==> config.mk <==
export PLATFORM = sky130hd
export DESIGN_NAME = supply_rst_ctrl
export DESIGN_NICKNAME = d
export VERILOG_FILES = /design/src/rtl/supply_rst_pkg.sv /design/src/rtl/rst_in_sync.sv /design/src/rtl/bod_filter.sv /design/src/rtl/rst_pulse.sv /design/src/rtl/supply_rst_ctrl.sv
export SDC_FILE = /design/constraint.sdc
export NUM_CORES = 1
export LEC_CHECK = 0
export BUFFER_PORTS_ARGS = -buffer_cell sky130_fd_sc_hd__buf_4
export CAP_MARGIN = 20
export CELL_PAD_IN_SITES_DETAIL_PLACEMENT = 0
export CELL_PAD_IN_SITES_GLOBAL_PLACEMENT = 1
export CORE_AREA = 2 2 75 77
export DETAILED_ROUTE_END_ITERATION = 10
export DIE_AREA = 0 0 77 79
export GPL_ROUTABILITY_DRIVEN = 0
export PLACE_DENSITY = 0.69
export SLEW_MARGIN = 20
export SYNTH_ARGS = -nofsm -noshare
export SYNTH_HDL_FRONTEND = slang
export SYNTH_SLANG_ARGS = --single-unit
==> constraint.sdc <==
create_clock -name clk_i -period 1.8 [get_ports clk_i]
set_clock_uncertainty 0.2 [all_clocks]
set_input_delay 0.18 -clock clk_i [delete_from_list [all_inputs] [get_ports clk_i]]
set_output_delay 0.18 -clock clk_i [all_outputs]
set_load 0.1 [all_outputs]
==> src/rtl/supply_rst_pkg.sv <==
package supply_rst_pkg;
  localparam int LVL_W  = 3;
  localparam int SEL_W  = 3;
  localparam int NFLAG  = 3;
  localparam int F_BOD  = 0;
  localparam int F_LOCK = 1;
  localparam int F_WDT  = 2;

  typedef enum logic [1:0] {
    A_CTRL = 2'd0,
    A_STS  = 2'd1,
    A_CORE = 2'd2
  } reg_addr_e;

  typedef struct packed {
    logic [SEL_W-1:0] dg_sel;
    logic [LVL_W-1:0] lvl;
    logic             rst_en;
    logic             det_en;
  } bod_ctrl_t;
endpackage

==> src/rtl/rst_in_sync.sv <==
module rst_in_sync #(
  parameter int W      = 4,
  parameter int STAGES = 2
) (
  input  logic         clk_i,
  input  logic         rst_ni,
  input  logic [W-1:0] d_i,
  output logic [W-1:0] q_o
);
  logic [STAGES-1:0][W-1:0] st_q;

  always_ff @(posedge clk_i or negedge rst_ni) begin
    if (!rst_ni) begin
      st_q <= '0;
    end else begin
      st_q[0] <= d_i;
      for (int i = 1; i < STAGES; i++) st_q[i] <= st_q[i-1];
    end
  end

  assign q_o = st_q[STAGES-1];
endmodule

==> src/rtl/bod_filter.sv <==
module bod_filter #(
  parameter int SEL_W = 3
) (
  input  logic             clk_i,
  input  logic             rst_ni,
  input  logic             en_i,
  input  logic             raw_i,
  input  logic [SEL_W-1:0] sel_i,
  output logic             filt_o
);
  localparam int CNT_W = 1 << SEL_W;

  logic [CNT_W-1:0] cnt_q;
  logic [CNT_W-1:0] len_m1;
  logic             filt_q;

  // window of 2^sel cycles, sel 0 is a plain register
  assign len_m1 = (CNT_W'(1) << sel_i) - CNT_W'(1);

  always_ff @(posedge clk_i or negedge rst_ni) begin
    if (!rst_ni) begin
      filt_q <= 1'b0;
      cnt_q  <= '0;
    end else if (!en_i) begin
      filt_q <= 1'b0;
      cnt_q  <= '0;
    end else if (raw_i == filt_q) begin
      cnt_q <= '0;
    end else if (cnt_q == len_m1) begin
      filt_q <= raw_i;
      cnt_q  <= '0;
    end else begin
      cnt_q <= cnt_q + CNT_W'(1);
    end
  end

  assign filt_o = filt_q;
endmodule

==> src/rtl/rst_pulse.sv <==
module rst_pulse #(
  parameter int LEN = 4
) (
  input  logic clk_i,
  input  logic rst_ni,
  input  logic trig_i,
  output logic busy_o
);
  localparam int CW = $clog2(LEN + 1);

  logic [CW-1:0] cnt_q;

  always_ff @(posedge clk_i or negedge rst_ni) begin
    if (!rst_ni)            cnt_q <= '0;
    else if (trig_i)        cnt_q <= CW'(LEN);
    else if (cnt_q != '0)   cnt_q <= cnt_q - CW'(1);
  end

  assign busy_o = (cnt_q != '0);
endmodule

==> src/rtl/supply_rst_ctrl.sv <==
module supply_rst_ctrl
  import supply_rst_pkg::*;
#(
  parameter int CFG_W        = 32,
  parameter int CFG_EN_BIT   = 19,
  parameter int CFG_RST_BIT  = 20,
  parameter int CFG_LVL_LSB  = 21,
  parameter int SYNC_STAGES  = 2,
  parameter int PULSE_LEN    = 4,
  parameter int CORE_BIT     = 1,
  parameter int ADDR_W       = 2,
  parameter int DATA_W       = 8
) (
  input  logic              clk_i,
  input  logic              rst_ni,
  input  logic [CFG_W-1:0]  cfg_word_i,
  input  logic              lowv_i,
  input  logic              wdt_tmo_i,
  input  logic              lockup_i,
  input  logic              dbg_mode_i,
  input  logic              wr_en_i,
  input  logic [ADDR_W-1:0] wr_addr_i,
  input  logic [DATA_W-1:0] wr_data_i,
  output logic              chip_rst_o,
  output logic              core_rst_o,
  output logic [DATA_W-1:0] ctrl_o,
  output logic [NFLAG-1:0]  sts_o
);
  localparam int CTRL_W = $bits(bod_ctrl_t);
  localparam int NIN    = 4;

  logic [NIN-1:0] raw_in, syn_in;
  logic           lv_s, wd_s, lk_s, db_s;
  logic           bod_filt, bod_rst;
  logic           wd_ev, lk_ev;
  logic           chip_pulse, core_pulse, core_wr;
  logic           wr_ctrl, wr_sts;
  bod_ctrl_t      ctrl_q;
  logic           cfg_done_q;
  logic [NFLAG-1:0] flags_q, flag_set, flag_clr;
  logic           unused_cfg;

  assign unused_cfg = ^cfg_word_i;

  assign raw_in = {dbg_mode_i, lockup_i, wdt_tmo_i, lowv_i};

  rst_in_sync #(.W(NIN), .STAGES(SYNC_STAGES)) u_sync (
    .clk_i (clk_i),
    .rst_ni(rst_ni),
    .d_i   (raw_in),
    .q_o   (syn_in)
  );

  assign {db_s, lk_s, wd_s, lv_s} = syn_in;

  bod_filter #(.SEL_W(SEL_W)) u_filt (
    .clk_i (clk_i),
    .rst_ni(rst_ni),
    .en_i  (ctrl_q.det_en),
    .raw_i (lv_s),
    .sel_i (ctrl_q.dg_sel),
    .filt_o(bod_filt)
  );

  assign bod_rst = bod_filt & ctrl_q.rst_en;
  assign wd_ev   = wd_s;
  assign lk_ev   = lk_s & ~db_s;

  rst_pulse #(.LEN(PULSE_LEN)) u_chip_pulse (
    .clk_i (clk_i),
    .rst_ni(rst_ni),
    .trig_i(wd_ev | lk_ev),
    .busy_o(chip_pulse)
  );

  assign wr_ctrl = wr_en_i && (reg_addr_e'(wr_addr_i) == A_CTRL);
  assign wr_sts  = wr_en_i && (reg_addr_e'(wr_addr_i) == A_STS);
  assign core_wr = wr_en_i && (reg_addr_e'(wr_addr_i) == A_CORE) && wr_data_i[CORE_BIT];

  rst_pulse #(.LEN(PULSE_LEN)) u_core_pulse (
    .clk_i (clk_i),
    .rst_ni(rst_ni),
    .trig_i(core_wr),
    .busy_o(core_pulse)
  );

  // control word: defaults from config on first clock, then software
  always_ff @(posedge clk_i or negedge rst_ni) begin
    if (!rst_ni) begin
      ctrl_q     <= '0;
      cfg_done_q <= 1'b0;
    end else if (!cfg_done_q) begin
      ctrl_q.det_en <= cfg_word_i[CFG_EN_BIT];
      ctrl_q.rst_en <= cfg_word_i[CFG_RST_BIT];
      ctrl_q.lvl    <= cfg_word_i[CFG_LVL_LSB +: LVL_W];
      ctrl_q.dg_sel <= '0;
      cfg_done_q    <= 1'b1;
    end else if (wr_ctrl) begin
      ctrl_q <= bod_ctrl_t'(wr_data_i[CTRL_W-1:0]);
    end
  end

  // sticky flags, set beats clear
  always_comb begin
    flag_set         = '0;
    flag_set[F_BOD]  = bod_rst;
    flag_set[F_LOCK] = lk_ev;
    flag_set[F_WDT]  = wd_ev;
    flag_clr         = wr_sts ? wr_data_i[NFLAG-1:0] : '0;
  end

  always_ff @(posedge clk_i or negedge rst_ni) begin
    if (!rst_ni) flags_q <= '0;
    else         flags_q <= (flags_q & ~flag_clr) | flag_set;
  end

  assign chip_rst_o = bod_rst | chip_pulse;
  assign core_rst_o = core_pulse | chip_rst_o;
  assign ctrl_o     = DATA_W'(ctrl_q);
  assign sts_o      = flags_q;
endmodule

* Word-level counts from Yosys, hierarchy flattened
Index checks and enable logic that the tools add are counted.
Operators by class: add/sub/neg operators 4, equal/unequal tests 7, shift operators 1, multiplexer cells 13, bitwise gates (word level) 9, reduce and logical (&&, ||, !) cells 10
Operator list (number):
- two-way mux 8 bit | 5
- two-way mux 3 bit | 5
- adder 8 x 1 -> 8 bit, second input constant | 1
- equality test 8 bit | 1
- left shift 1 x 3 -> 8 bit, first input constant | 1
- subtractor 8 x 2 -> 8 bit, second input constant | 1
- nonzero test 3 bit | 2
- subtractor 3 x 1 -> 3 bit, second input constant | 2
- logical AND 1 bit | 4
- != test 2 bit, second input constant | 2
- nonzero test 2 bit | 2
- AND 3 bit | 1
- two-way mux 1 bit | 3
- inverter 3 bit | 1
- OR 1 bit | 3
- OR 3 bit | 1
- AND 1 bit | 2
- equality test 2 x 1 -> 1 bit, second input constant | 1
- equality test 2 bit, second input constant | 1
- zero test 2 bit | 1
- != test 2 x 1 -> 1 bit, second input constant | 1
- AND reduction 2 bit | 1
- equality test 1 bit | 1
- inverter 1 bit | 1
Word-level totals: flip-flop bits (word level) 35, output and inout port bits 13

* Depth between registers and ports, before layout
Gate-level depths: netlist of the first run.
depth after elaboration 6, gate-level depth with buffers 6

* Hierarchy
Synthesis of the first run repeated with hierarchy kept, for this count alone.
Unflattened totals: cells, all modules 163, area, all modules 1702.9 sq um
Modules (own cells, without submodules):
- supply_rst_ctrl | instances 1, cells each 59, area an instance 559.3 sq um, sequential area each 300.3 sq um
- bod_filter | instances 1, cells each 60, area an instance 558.0 sq um, sequential area each 225.2 sq um
- rst_pulse | instances 2, cells each 16, area an instance 177.7 sq um, sequential area each 75.1 sq um
- rst_in_sync | instances 1, cells each 12, area an instance 230.2 sq um, sequential area each 200.2 sq um

* Worst setup path before layout of the first run
OpenSTA, ideal clock, no wires.
kind register to output, start reg ctrl_q (netlist bit ctrl_o[1]), end out core_rst_o, arrival time 2307 ps, required time 1420 ps, setup slack -887 ps, cell stages (with the launch flop) 3, path buffers 0, cell sequence dfrtp_1 -> a21o_1 -> or2_2
Between the ends: longest elaborated chain between the ends 3
Ends and longest elaborated chain:
- start, declared | RTL line supply_rst_ctrl.sv:38 | bod_ctrl_t ctrl_q;
- start signal, assigned | RTL line supply_rst_ctrl.sv:99 | ctrl_q <= bod_ctrl_t'(wr_data_i[CTRL_W-1:0]);
- AND 1 bit | RTL line supply_rst_ctrl.sv:65 | assign bod_rst = bod_filt & ctrl_q.rst_en;
- OR 1 bit | RTL line supply_rst_ctrl.sv:117 | assign chip_rst_o = bod_rst | chip_pulse;
- named net chip_rst_o | RTL line supply_rst_ctrl.sv:24 | output logic chip_rst_o,
- OR 1 bit | RTL line supply_rst_ctrl.sv:118 | assign core_rst_o = core_pulse | chip_rst_o;
- end, declared | RTL line supply_rst_ctrl.sv:25 | output logic core_rst_o,
The timed path passes the listed nets, and every way through them passes these cells.

* Final worst setup path of the first run
start reg u_chip_pulse.cnt_q[0], end out core_rst_o
Between the ends: longest elaborated chain between the ends 3
Ends and longest elaborated chain:
- start, declared | RTL line rst_pulse.sv:11 | logic [CW-1:0] cnt_q;
- start signal, assigned | RTL line rst_pulse.sv:15 | else if (trig_i) cnt_q <= CW'(LEN);
- start signal, assigned | RTL line rst_pulse.sv:16 | else if (cnt_q != '0) cnt_q <= cnt_q - CW'(1);
- nonzero test 3 bit | RTL line rst_pulse.sv:19 | assign busy_o = (cnt_q != '0);
- OR 1 bit | RTL line supply_rst_ctrl.sv:117
- OR 1 bit | RTL line supply_rst_ctrl.sv:118
No other way between the ends.

==> results of run 1 <==
## worst max-delay path, stage by stage (launching register included)
cell and delay, ps:
sky130_fd_sc_hd__dfrtp_1 390, sky130_fd_sc_hd__inv_2 90, sky130_fd_sc_hd__ha_4 150, sky130_fd_sc_hd__nand2_4 50, sky130_fd_sc_hd__a21o_4 180, sky130_fd_sc_hd__or2_4 230, sky130_fd_sc_hd__buf_12 160
## cells in the mapped netlist, types with 2 or more instances
| cell type | count | area, um2 |
|---|---|---|
| sky130_fd_sc_hd__dfrtp_1 | 35 | 876 |
| sky130_fd_sc_hd__nor2b_1 | 3 | 18.8 |
| sky130_fd_sc_hd__mux2i_1 | 9 | 90.1 |
| sky130_fd_sc_hd__and3_1 | 2 | 12.5 |
| sky130_fd_sc_hd__xnor2_1 | 6 | 52.6 |
| sky130_fd_sc_hd__ha_1 | 5 | 62.6 |
| sky130_fd_sc_hd__o21ai_0 | 3 | 15.0 |
| sky130_fd_sc_hd__buf_4 | 2 | 15.0 |
| sky130_fd_sc_hd__nand2_1 | 11 | 41.3 |
| sky130_fd_sc_hd__inv_1 | 9 | 33.8 |
| sky130_fd_sc_hd__a21o_1 | 2 | 15.0 |
| sky130_fd_sc_hd__xor2_1 | 6 | 52.6 |
| sky130_fd_sc_hd__a21oi_1 | 9 | 45.0 |
| sky130_fd_sc_hd__a211oi_1 | 2 | 15.0 |
| sky130_fd_sc_hd__nor2_1 | 20 | 75.1 |
| sky130_fd_sc_hd__nand3_1 | 6 | 30.0 |
| sky130_fd_sc_hd__nand2b_1 | 3 | 18.8 |
## worst paths after layout
kind,from,endpoint,slack [ps]
max reg2reg,ctrl_o[7]$_DFFE_PN0P_,u_filt.cnt_q[5]$_DFF_PN0_,-100
min reg2reg,u_sync.st_q[0]$_DFF_PN0_,u_sync.q_o[0]$_DFF_PN0_,150
max,u_chip_pulse.cnt_q[0]$_DFFE_PN0P_,core_rst_o,-120
min in group asynchronous,rst_ni,u_filt.cnt_q[4]$_DFF_PN0_,180
min,wr_data_i[4],ctrl_o[4]$_DFFE_PN0P_,20
max in group asynchronous,rst_ni,ctrl_o[5]$_DFFE_PN0P_,870
## cells by family (layout without fill, tap and decap cells)
group / Yosys count / after routing / share of synthesized area
adders and majority gates: 5 / 5 / 0.0383
AOI/OAI and AO/OA: 23 / 23 / 0.0943
xor gates and xnor gates: 12 / 12 / 0.0644
other: 1 / 1 / 0.00230
buffers and inverters: 14 / 84 / 0.0422
DFF: 35 / 35 / 0.537
muxes: 9 / 9 / 0.0552
and+or+nand+nor: 55 / 55 / 0.166
## layout make-up
type,count,area share
Clock inverter,2,0.0145
Clock buffer,6,0.0341
Timing Repair Buffer,67,0.231
Multi-Input combinational cell,105,0.302
Sequential cell,35,0.367
Inverter,9,0.0140
Tap cell,72,0.0372
## per-layer routing
metal / share of wire / global-route usage / vias to the layer above
met4: 0.016 / 0.0589 / 0
met3: 0.044 / 0.0318 / 5
met2: 0.48 / 0.199 / 28
li1: - / - / 659
met1: 0.46 / 0.150 / 602
met5: 0 / 0 / -
## cells in the final DEF, fill, tap and decap left out, types with 7 or more instances in the layout
master,synthesis,final
sky130_fd_sc_hd__dfrtp_1,35,31
sky130_fd_sc_hd__mux2i_1,9,9
sky130_fd_sc_hd__nand2_1,11,9
sky130_fd_sc_hd__nor2_1,20,19
sky130_fd_sc_hd__a21oi_1,9,9
sky130_fd_sc_hd__dlygate4sd3_1,0,17
sky130_fd_sc_hd__buf_4,2,49
sky130_fd_sc_hd__inv_1,9,7
## state kept, by name, summed over array words and instances (netlist names)
signal	count
cfg_done_q	1
ctrl_o	8
sts_o	3
u_chip_pulse.cnt_q	3
u_core_pulse.cnt_q	3
u_filt.cnt_q	8
u_filt.filt_o	1
u_sync.q_o	4
u_sync.st_q	4
## metrics by stage
stage / utilization / cell area, um2
CTS: 0.453 / 2420
global route: 0.453 / 2420
finish: 0.453 / 2420
floorplan: - / 1650
detailed placement: 0.385 / 2050
global placement: 0.385 / 2050
## power breakdown
| part | internal (mW) | switching, mW | leakage (nW) |
|---|---|---|---|
| sequential | 0.879 | 0.0637 | 0.421 |
| combinational | 0.278 | 0.431 | 0.623 |
| clock | 0.448 | 0.278 | 0.0612 |
| total | 1.60 | 0.772 | 1.10 |
## what timing repair did
item | in CTS | in global routing
hold buffers | 17 | 0
pin swaps | 2 | 1
endpoints found under the setup margin | 11 | 11
endpoints found under the hold margin | 50 | 0
setup buffers | 4 | 0
gates resized for setup | 11 | 1
==> impl_summary.md, run 1 <==
Outcome
The run finished, with violations left. The final reports fail on negative setup slack.

Route
The detailed-route DRC error count is 0. For this run, the detailed router's first-pass iteration total came to 4. Across all layers, the routed design uses between 1000 and 1500 vias.

Dividing the detail-routed via count by the number of cells gives roughly 4.4. The count of antenna-violating nets left after detailed routing is 0. The aggregate routed wire length is approximately 3300 um. The initial detailed-routing violation count is 23.

The average wire per standard cell is 11.2 um.

Clocking
The CTS root buffer is sky130_fd_sc_hd__clkbuf_8. In this run the deepest clock path goes through 2 buffers. CTS built an H-tree with a depth of 2.

The later pin in the worst-skew pair is clocked with a latency of approximately 280 ps. After clock tree synthesis, the clock-pin slew on the worst setup and hold paths is ~70 ps. The TritonCTS sink count is 35. In this run, CTS created clock tree buffers numbering 5. TritonCTS built the clock tree.

Worst setup path
At the worst endpoint, the required time is approximately 1400 ps. The kind of end point of the critical path is an output pin. The critical path is of the flop to output pin type.

The worst setup path is launched from a flop. At the worst endpoint, the arrival time is 1540 ps. The maximum fanout along the worst path is 2.

Counting cells, the worst reg-to-reg path comes to 5.

Layout
Leaving out filler cells and counting taps, the final layout contains 296. The number of antenna diodes in the final layout is 0. The total area of multi-input combinational cells is ~730 um2. Compared with the post-synthesis result, the final layout area differs by 48.3%. Of the cells placed in the final design, the portion with a size suffix greater than 1 is 0.326. The sequential cells in the finished layout cover a total of approximately 900 um2. For this run, the post-layout net count is between 200 and 300. The number of fill cells in the layout is about 550.

Global route
The total congestion overflow is 0. Entering global routing, the biggest net connects 36 pins. The number of antenna violations at the first check in global routing is 0. The via count of the first global-routing pass is ~1300. The global-route total usage across every layer is 0.122. The wire length of the first global-routing pass is 5760 um.

Timing
The count of pins over their slew limit is 0. The final-report setup violation count is 10. For this run, the top clock speed supported by timing is 521 MHz. Setup repair after global routing could not meet its margin everywhere. After layout, the worst setup slack is -119 ps.

For the final routed database, the setup TNS stands at -953 ps. The clock period minus final worst setup slack is ~1900 ps. Across all hold checks on the routed design, the worst slack comes to about 15 ps. The final cycle utilization of the critical path is 1.07. The number of endpoints with negative hold slack in the final report is 0.

Flow run
The count of maximum capacitance violations is 0.

Pwr
The analysis attributes to cell leakage a power of between 1 and 1.5 nW. The worst vdd rail ir drop is ~0.0006 V. The total power per unit cell area is 982 nW/um2. The design draws around 2.4 mW.

Floorplanning
In this run the count of I/O pins placed on the die edge is between 60 and 70. The core footprint is 5340 um2. In this run the core area contains 27 standard-cell rows.

The die is roughly 77 um wide. From bottom edge to top edge, the die measures 79 um. The effective utilization at floorplan is 0.306. The die area is between 6000 and 7000 um2.

Yosys
In the synthesized netlist the dominant register cell turns out to be sky130_fd_sc_hd__dfrtp_1. For this run, the register share of the synthesized area comes to 0.537. Counting flops and latches in the post-synthesis netlist gives 35. After technology mapping, the gate count stands at around 150. The number of synthesized flops with an enable pin is 0. The average instance in the mapped netlist occupies about 11 um2. The post-synth net total is roughly 210. The number of different library cells used by synthesis comes to 38. In this run the cell area of the synthesized design comes to between 1500 and 2000 um2. Of all flip-flops after synthesis, the portion carrying an async set or reset was 1.00.

Yosys printed 0 warnings.

Place
The post-DP HPWL is approximately 2300 um. At the placement stage, the worst setup path has a slack of -122 ps. Counting tap cells, the placed design contains a total of about 270 instances. Buffers placed on the I/O ports in this run total 34.

Worst hold path
The number of cells on the worst hold path is 3. The type of the tightest min-delay check is input port to flop.
Power figures use the tool's default switching activity.
==> run 2, diff against run 1 <==
PLACE_DENSITY = unset   (was 0.69)
PLACE_DENSITY_LB_ADDON = 0.15   (was unset)
==> run 2 against run 1 <==
The run still ends with negative setup slack left. First-iteration DRC count rose to 3.6 times the previous value. Non-clock buffer count increased by 2. Register-to-register slack is essentially flat. Maximum frequency fell by 0.42%. Core utilization increased by 0.28 points. Setup slack worse by 8.2 ps. Hold slack got worse by 3.0 ps. Total power is 0.60% lower. Critical endpoint unchanged.
==> impl_summary.md, run 2 (synthesis gave the netlist of run 1 again) <==
Timing
The hold slack is 12.3 ps (-2.99 ps). The number of endpoints with negative hold slack in the final report is 0 (unchanged). Setup repair after global routing could not meet its margin everywhere. The count of pins over their slew limit is 0 (unchanged).

The final cycle utilization of the critical path came to 1.07 (+0.00455). The highest achievable clock rate is 519 MHz (-0.42%). The clock period minus final worst setup slack came to 1930 ps (+8.19 ps). The final-report setup violation count came to 10 (unchanged). The final setup slack of the worst path is -128 ps (-8.19 ps).

Route
The aggregate routed wire length is 3400 um (+2.8%). The initial detailed-routing violation count is 83 (+260%). The detailed-route DRC error count is 0 (unchanged). The mean number of vias per cell was 4.43 (+1.2%).

The via count is 1319 (+1.9%). The number of optimization iterations in the first detailed-route pass was 4 (unchanged). The average wire per standard cell is 11.4 um (+2.2%).

The count of antenna-violating nets left after detailed routing is 0 (unchanged).

Worst hold path
For hold timing, the worst endpoint is sts_o[0]$_DFF_PN0_. The type of the tightest min-delay check is input port to flop. The number of cells on the worst hold path is 3 (unchanged). The startpoint identified for the worst hold timing path is wr_data_i[0].

Clocking
TritonCTS built the clock tree. The worst-case clock buffer depth came to 2 (unchanged). The clock buffer count from CTS came to 5 (unchanged). The clock insertion delay at the later pin of the skew report came to 290 ps (about the same). The TritonCTS sink count is 35 (unchanged).

The CTS root buffer is sky130_fd_sc_hd__clkbuf_8. The level count of the clock H-tree is 2 (unchanged). The clock transition at the registers of the reported paths is 70 ps (about the same).

Place
The minimum setup slack after placement is -90.3 ps (+31.9 ps). The count of input and output buffers is 34 (unchanged). The post-DP HPWL is 2420 um (+6.3%).

Pwr
The total power per unit cell area is 970 nW/um2 (-1.2%). The power dissipated by switching net loads is 0.783 mW (+1.4%). The switching share of power is 0.332 (+0.00661). The worst vdd rail ir drop is 0.000699 V (+13%).

The fraction of power consumed by sequential logic is 0.399 (+0.003). The part of the power in combinational logic is 0.306 (+0.008). The total leakage power came to 1.11 nW (+0.31%). The post-route total power was 2.36 mW (-0.60%). The clock share of power is 0.294 (-0.011).

The internal power is 1.58 mW (-1.6%).

Global route
The wire length of the first global-routing pass is 5860 um (+1.7%). The via count of the first global-routing pass is 1380 (+8.6%). The global-route total usage across every layer was 0.122 (about the same). The maximum number of pins on one net before global-route repair was 36 (unchanged).

The total congestion overflow is 0 (unchanged). The number of antenna violations at the first check in global routing is 0 (unchanged).

Worst setup path
Grouping stages by cell kind, the critical path spends the most delay in flip-flops. The cell type of the slowest stage on the worst timing path is sky130_fd_sc_hd__dfrtp_1. In this run the critical register-to-register path is captured at u_filt.cnt_q[2]$_DFF_PN0_. The critical path in this run is classified as flop to output pin. The maximum fanout along the worst path came to 2 (unchanged). The arrival time reported for the critical path endpoint was 1550 ps (about the same). The worst reg2reg path startpoint is ctrl_o[7]$_DFFE_PN0P_. The count of buffering cells on the critical path with inverters included came to 2 (unchanged). The worst setup path is captured at an output pin. The critical path goes through inv_2 -> ha_4 -> nand2_4 -> a21o_4 -> or2_4 -> buf_12. The depth of the worst register-to-register path is 5 (unchanged). The critical path's largest stage delay came to 400 ps (about the same). The setup slack of the worst register-to-register path is -110 ps (about the same). The launching element type of the critical path is a flop. The required time reported for the critical path endpoint is 1420 ps (about the same).

Floorplanning
The floorplan die height came to 79 um (unchanged). The effective utilization at floorplan came to 0.306 (unchanged). The standard-cell row count is 27 (unchanged).

The core footprint is 5340 um2 (unchanged). The die boundary width is 77 um (unchanged). The die area is 6080 um2 (unchanged). The I/O pin count came to 62 (unchanged).

Layout
The net count of the finished layout is 279 (+0.72%). The share of final-layout standard cells stronger than drive strength 1 was 0.323 (-0.00288). The count of antenna diodes in the layout came to 0 (unchanged).

The library cell used most frequently in the layout, excluding fill and tap cells, is sky130_fd_sc_hd__buf_4. Compared with the post-synthesis result, the final layout area differs by 49.2%. The library cells used most frequently in the layout, excluding fill and tap cells, are sky130_fd_sc_hd__buf_4, sky130_fd_sc_hd__dfrtp_1, sky130_fd_sc_hd__dlygate4sd3_1.

Outcome
The final reports fail on negative setup slack. The flow ran to the end, but the final reports show violations.

Flow run
The count of maximum capacitance violations is 0 (unchanged).
run 2: area by class of cell:
type | count | area, um2
fillers | 526 | 2900
flip-flops and latches | 35 | 888
inverters | 9 | 33.8
repair buffers | 69 | 578
well taps | 72 | 90.1
clock buffers | 5 | 68.8
clock inverters | 3 | 43.8
multi-input cells | 105 | 732
run 2: power groups by stage:
stage / combinational [mW] / sequential, mW / clock, mW
finish: 0.724 / 0.944 / 0.696
global route: 0.790 / 0.957 / 0.761
CTS: 0.710 / 0.944 / 0.725
detailed placement: 0.626 / 0.958 / 0
global placement: 0.608 / 0.955 / 0
floorplan: 0.312 / 1.10 / 0
run 2: repair_timing:
| action | in CTS | in global routing |
|---|---|---|
| setup endpoints to repair | 11 | 11 |
| gates cloned | 0 | 0 |
| setup buffers | 2 | 3 |
| gates resized for setup | 10 | 2 |
| hold buffers | 19 | 0 |
| endpoints found under the hold margin | 49 | 0 |
| pin swaps | 2 | 2 |
run 2: worst register-to-register path, delay by kind of cell (launching register included):
| kind | cells | cell delay (ps) |
|---|---|---|
| simple gates | 2 | 570 |
| compound gates | 3 | 550 |
| flops | 1 | 470 |
run 2: per-layer routing:
| layer | vias to the layer above | routed length [um] | track usage |
|---|---|---|---|
| met5 | - | 0 | 0 |
| met4 | 0 | 78 | 0.0571 |
| met3 | 7 | 131 | 0.0352 |
| met2 | 26 | 1740 | 0.210 |
| met1 | 626 | 1440 | 0.140 |
| li1 | 660 | - | - |
run 2: worst max path at each step:
stage,end,cells past startpoint,slack (ps),from
after global placement,u_filt.cnt_q[4]$_DFF_PN0_,5,-90,ctrl_o[7]$_DFFE_PN0P_
after global routing,core_rst_o,6,-180,u_chip_pulse.cnt_q[0]$_DFFE_PN0P_
final,core_rst_o,6,-130,u_chip_pulse.cnt_q[0]$_DFFE_PN0P_
after CTS,core_rst_o,6,-130,u_chip_pulse.cnt_q[1]$_DFFE_PN0P_
after floorplan,u_filt.cnt_q[0]$_DFF_PN0_,5,-210,ctrl_o[7]$_DFFE_PN0P_
after detailed placement,u_filt.cnt_q[0]$_DFF_PN0_,5,-90,ctrl_o[7]$_DFFE_PN0P_
run 2: per-stage QoR:
stage	cell area (um2)	cells	TNS, ps	util
finish	2430	298	-1020	0.456
floorplan	1650	154	-1840	-
global placement	2050	266	-699	0.383
global route	2430	298	-1570	0.456
CTS	2410	295	-949	0.451
detailed placement	2050	266	-728	0.383
==> run 3, diff against run 2 <==
CORE_AREA = 2 2 83 69   (was 2 2 75 77)
DIE_AREA = 0 0 85 71   (was 0 0 77 79)
==> run 3 against run 2 <==
The flow still finishes with violations (negative setup slack). Non-clock buffer count up 1. Hold slack gained 120 ps. Via count rose by 0.38%. Routed wire length increased by 11%. Largest cell class unchanged. Largest power group unchanged.
==> impl_summary.md, run 3 (synthesis gave the netlist of run 1 again) <==
Outcome
The flow ran to the end, but the final reports show violations. The final reports fail on negative setup slack.

Worst setup path
In this run the critical register-to-register path is launched from ctrl_o[7]$_DFFE_PN0P_. The required time reported for the critical path endpoint came to 1420 ps (about the same). The category of cells accounting for the largest share of critical-path delay is flip-flops.

The count of buffering cells on the critical path with inverters included was 2 (unchanged). The slowest stage of the critical path is the sky130_fd_sc_hd__dfrtp_1 cell. The most critical setup path has its startpoint at u_chip_pulse.cnt_q[0]$_DFFE_PN0P_. The arrival time reported for the critical path endpoint is 1540 ps (about the same). Walking the worst path, the cells encountered are inv_2 -> ha_4 -> nand2_4 -> a21o_4 -> or2_4 -> buf_12. The depth of the worst register-to-register path was 5 (unchanged). The maximum fanout along the worst path is 2 (unchanged). The critical path is of the flop to output pin type. The critical path's largest stage delay is 390 ps (about the same). The kind of end point of the critical path is an output pin. The cell depth of the worst setup path was 6 (unchanged). The worst setup path is launched from a flop.

Layout
The register area was 888 um2 (unchanged). In the layout the commonest cells are sky130_fd_sc_hd__buf_4, sky130_fd_sc_hd__dfrtp_1, sky130_fd_sc_hd__nor2_1, sky130_fd_sc_hd__dlygate4sd3_1, sky130_fd_sc_hd__nand2_1. The area growth from synthesis to layout is 49.6%. The count of antenna diodes in the layout came to 0 (unchanged). The number of fill cells in the layout is 470 (-11%). The net count of the finished layout is 280 (+0.36%). The share of final-layout standard cells stronger than drive strength 1 is 0.330 (+0.00739). The final core area utilization is 0.465 (+0.00836).

The library cell used most frequently in the layout, excluding fill and tap cells, is sky130_fd_sc_hd__buf_4. The cell area after layout is 2440 um2 (+0.26%). The total area of multi-input combinational cells came to 739 um2 (+1.0%).

Clocking
The level count of the clock H-tree is 2 (unchanged). The clock insertion delay at the later pin of the skew report is 290 ps (about the same). TritonCTS built the clock tree.

The TritonCTS sink count came to 35 (unchanged). The worst-case clock buffer depth came to 2 (unchanged). The clock transition at the registers of the reported paths came to 70 ps (about the same). CTS placed an instance of sky130_fd_sc_hd__clkbuf_8 at the clock tree root. The clock buffer count from CTS is 5 (unchanged).

Place
The count of input and output buffers is 34 (unchanged). The post-DP HPWL is 2500 um (+3.6%). The area of placed instances is 2040 um2 (-0.43%).

Route
The mean number of vias per cell is 4.53 (+2.4%). The count of antenna-violating nets left after detailed routing was 0 (unchanged). The via count is 1324 (+0.38%).

The number of optimization iterations in the first detailed-route pass was 4 (unchanged). The initial detailed-routing violation count is 77 (-7.2%). The detailed-route DRC error count came to 0 (unchanged). The aggregate routed wire length is 3750 um (+11%). The average wire per standard cell is 12.9 um (+13%).

Global route
The global-route total usage across every layer was 0.130 (+0.00817). The via count of the first global-routing pass is 1337 (-3.1%). The maximum number of pins on one net before global-route repair came to 36 (unchanged). The total congestion overflow was 0 (unchanged). The wire length of the first global-routing pass came to 6210 um (+6.0%). The number of antenna violations at the first check in global routing is 0 (unchanged).

Worst hold path
The start point of the worst hold path is wr_addr_i[1]. The number of cells on the worst hold path is 3 (unchanged). The min-delay analysis places its worst path in the category input port to flop.

Timing
The highest achievable clock rate is 522 MHz (+0.59%). Setup repair after global routing could not meet its margin everywhere. The final cycle utilization of the critical path is 1.06 (-0.00630). The final-report setup violation count is 10 (unchanged). The summed negative setup slack over all endpoints is -1030 ps (-10.5 ps).

The clock period minus final worst setup slack was 1920 ps (-11.3 ps). The count of pins over their slew limit is 0 (unchanged). The final setup slack of the worst path is -116 ps (+11.3 ps).

The number of endpoints with negative hold slack in the final report was 0 (unchanged).

Pwr
The switching share of power was 0.335 (+0.00363). The clock share of power is 0.295 (about the same). The part of the power in combinational logic was 0.308 (+0.002). The worst vdd rail ir drop came to 0.000538 V (-23%). The total power per unit cell area is 976 nW/um2 (+0.54%). The power dissipated by switching net loads is 0.798 mW (+1.9%). The fraction of power consumed by sequential logic is 0.397 (-0.002). The internal power is 1.58 mW (+0.26%). The total leakage power is 1.11 nW (+0.54%).

Floorplanning
The effective utilization at floorplan is 0.310 (+0.00480). The core footprint is 5260 um2 (-1.5%). The floorplan die height came to 71 um (-10%). The I/O pin count is 62 (unchanged). The standard-cell row count is 24 (-11%). The die boundary width is 85 um (+10%). The die area was 6040 um2 (-0.79%).

Flow run
The count of maximum capacitance violations is 0 (unchanged).
[run 3: cell types whose count changed in the layout (fill, tap and decap cells not counted), sizes merged]
cell  delta
buf      +1
[run 3: final cells by class]
class,count,share of cell area
clock inverters,3,0.0179
flip-flops and latches,35,0.364
inverters,9,0.0138
well taps,65,0.0333
multi-input cells,105,0.303
repair buffers,70,0.240
clock buffers,5,0.0282
[run 3: repair_timing]
action                     in CTS  in global routing
hold buffers                   19                  0
gates cloned                    0                  0
setup endpoints to repair      11                 11
pin swaps                       2                  2
hold endpoints to repair       50                  0
setup buffers                   3                  3
gates resized for setup        11                  2
[run 3: worst reg2reg max path, delay by kind of cell (launching register included)]
kind            cells  cell delay [ps]
compound gates      3              540
flops               1              470
simple gates        2              590
[run 3: worst paths after layout]
path                                                      to  slack, ps
max in group asynchronous              ctrl_o[7]$_DFFE_PN0P_        850
max reg2reg                        u_filt.cnt_q[1]$_DFF_PN0_       -110
min                        u_core_pulse.cnt_q[0]$_DFFE_PN0P_        130
max                                               core_rst_o       -120
min reg2reg                          u_sync.q_o[0]$_DFF_PN0_        150
min in group asynchronous          u_filt.cnt_q[7]$_DFF_PN0_        180
[run 3: routing by layer]
metal	global-route usage	vias up	wire, um
li1	-	664	-
met1	0.168	629	1710
met2	0.215	26	1840
met3	0.0385	5	154
met4	0.0317	0	41
met5	0	-	0
[run 3: power groups by stage]
stage                     registers [mW]  logic [mW]  clock network [mW]
after global placement             0.955       0.604                   0
final                              0.944       0.734               0.703
after floorplan                     1.10       0.312                   0
after CTS                          0.944       0.718               0.729
after global routing               0.959       0.797               0.766
after detailed placement           0.959       0.626                   0
[run 3: through the flow]
stage | worst slack (ps) | hold WS (ps) | total power, mW | instances
CTS | -129 | 125 | 2.39 | 289
detailed placement | -148 | -36.0 | 1.59 | 259
floorplan | -211 | -316 | 1.41 | 154
finish | -116 | 132 | 2.38 | 292
global route | -169 | 142 | 2.52 | 292
global placement | -118 | -36.8 | 1.56 | 259
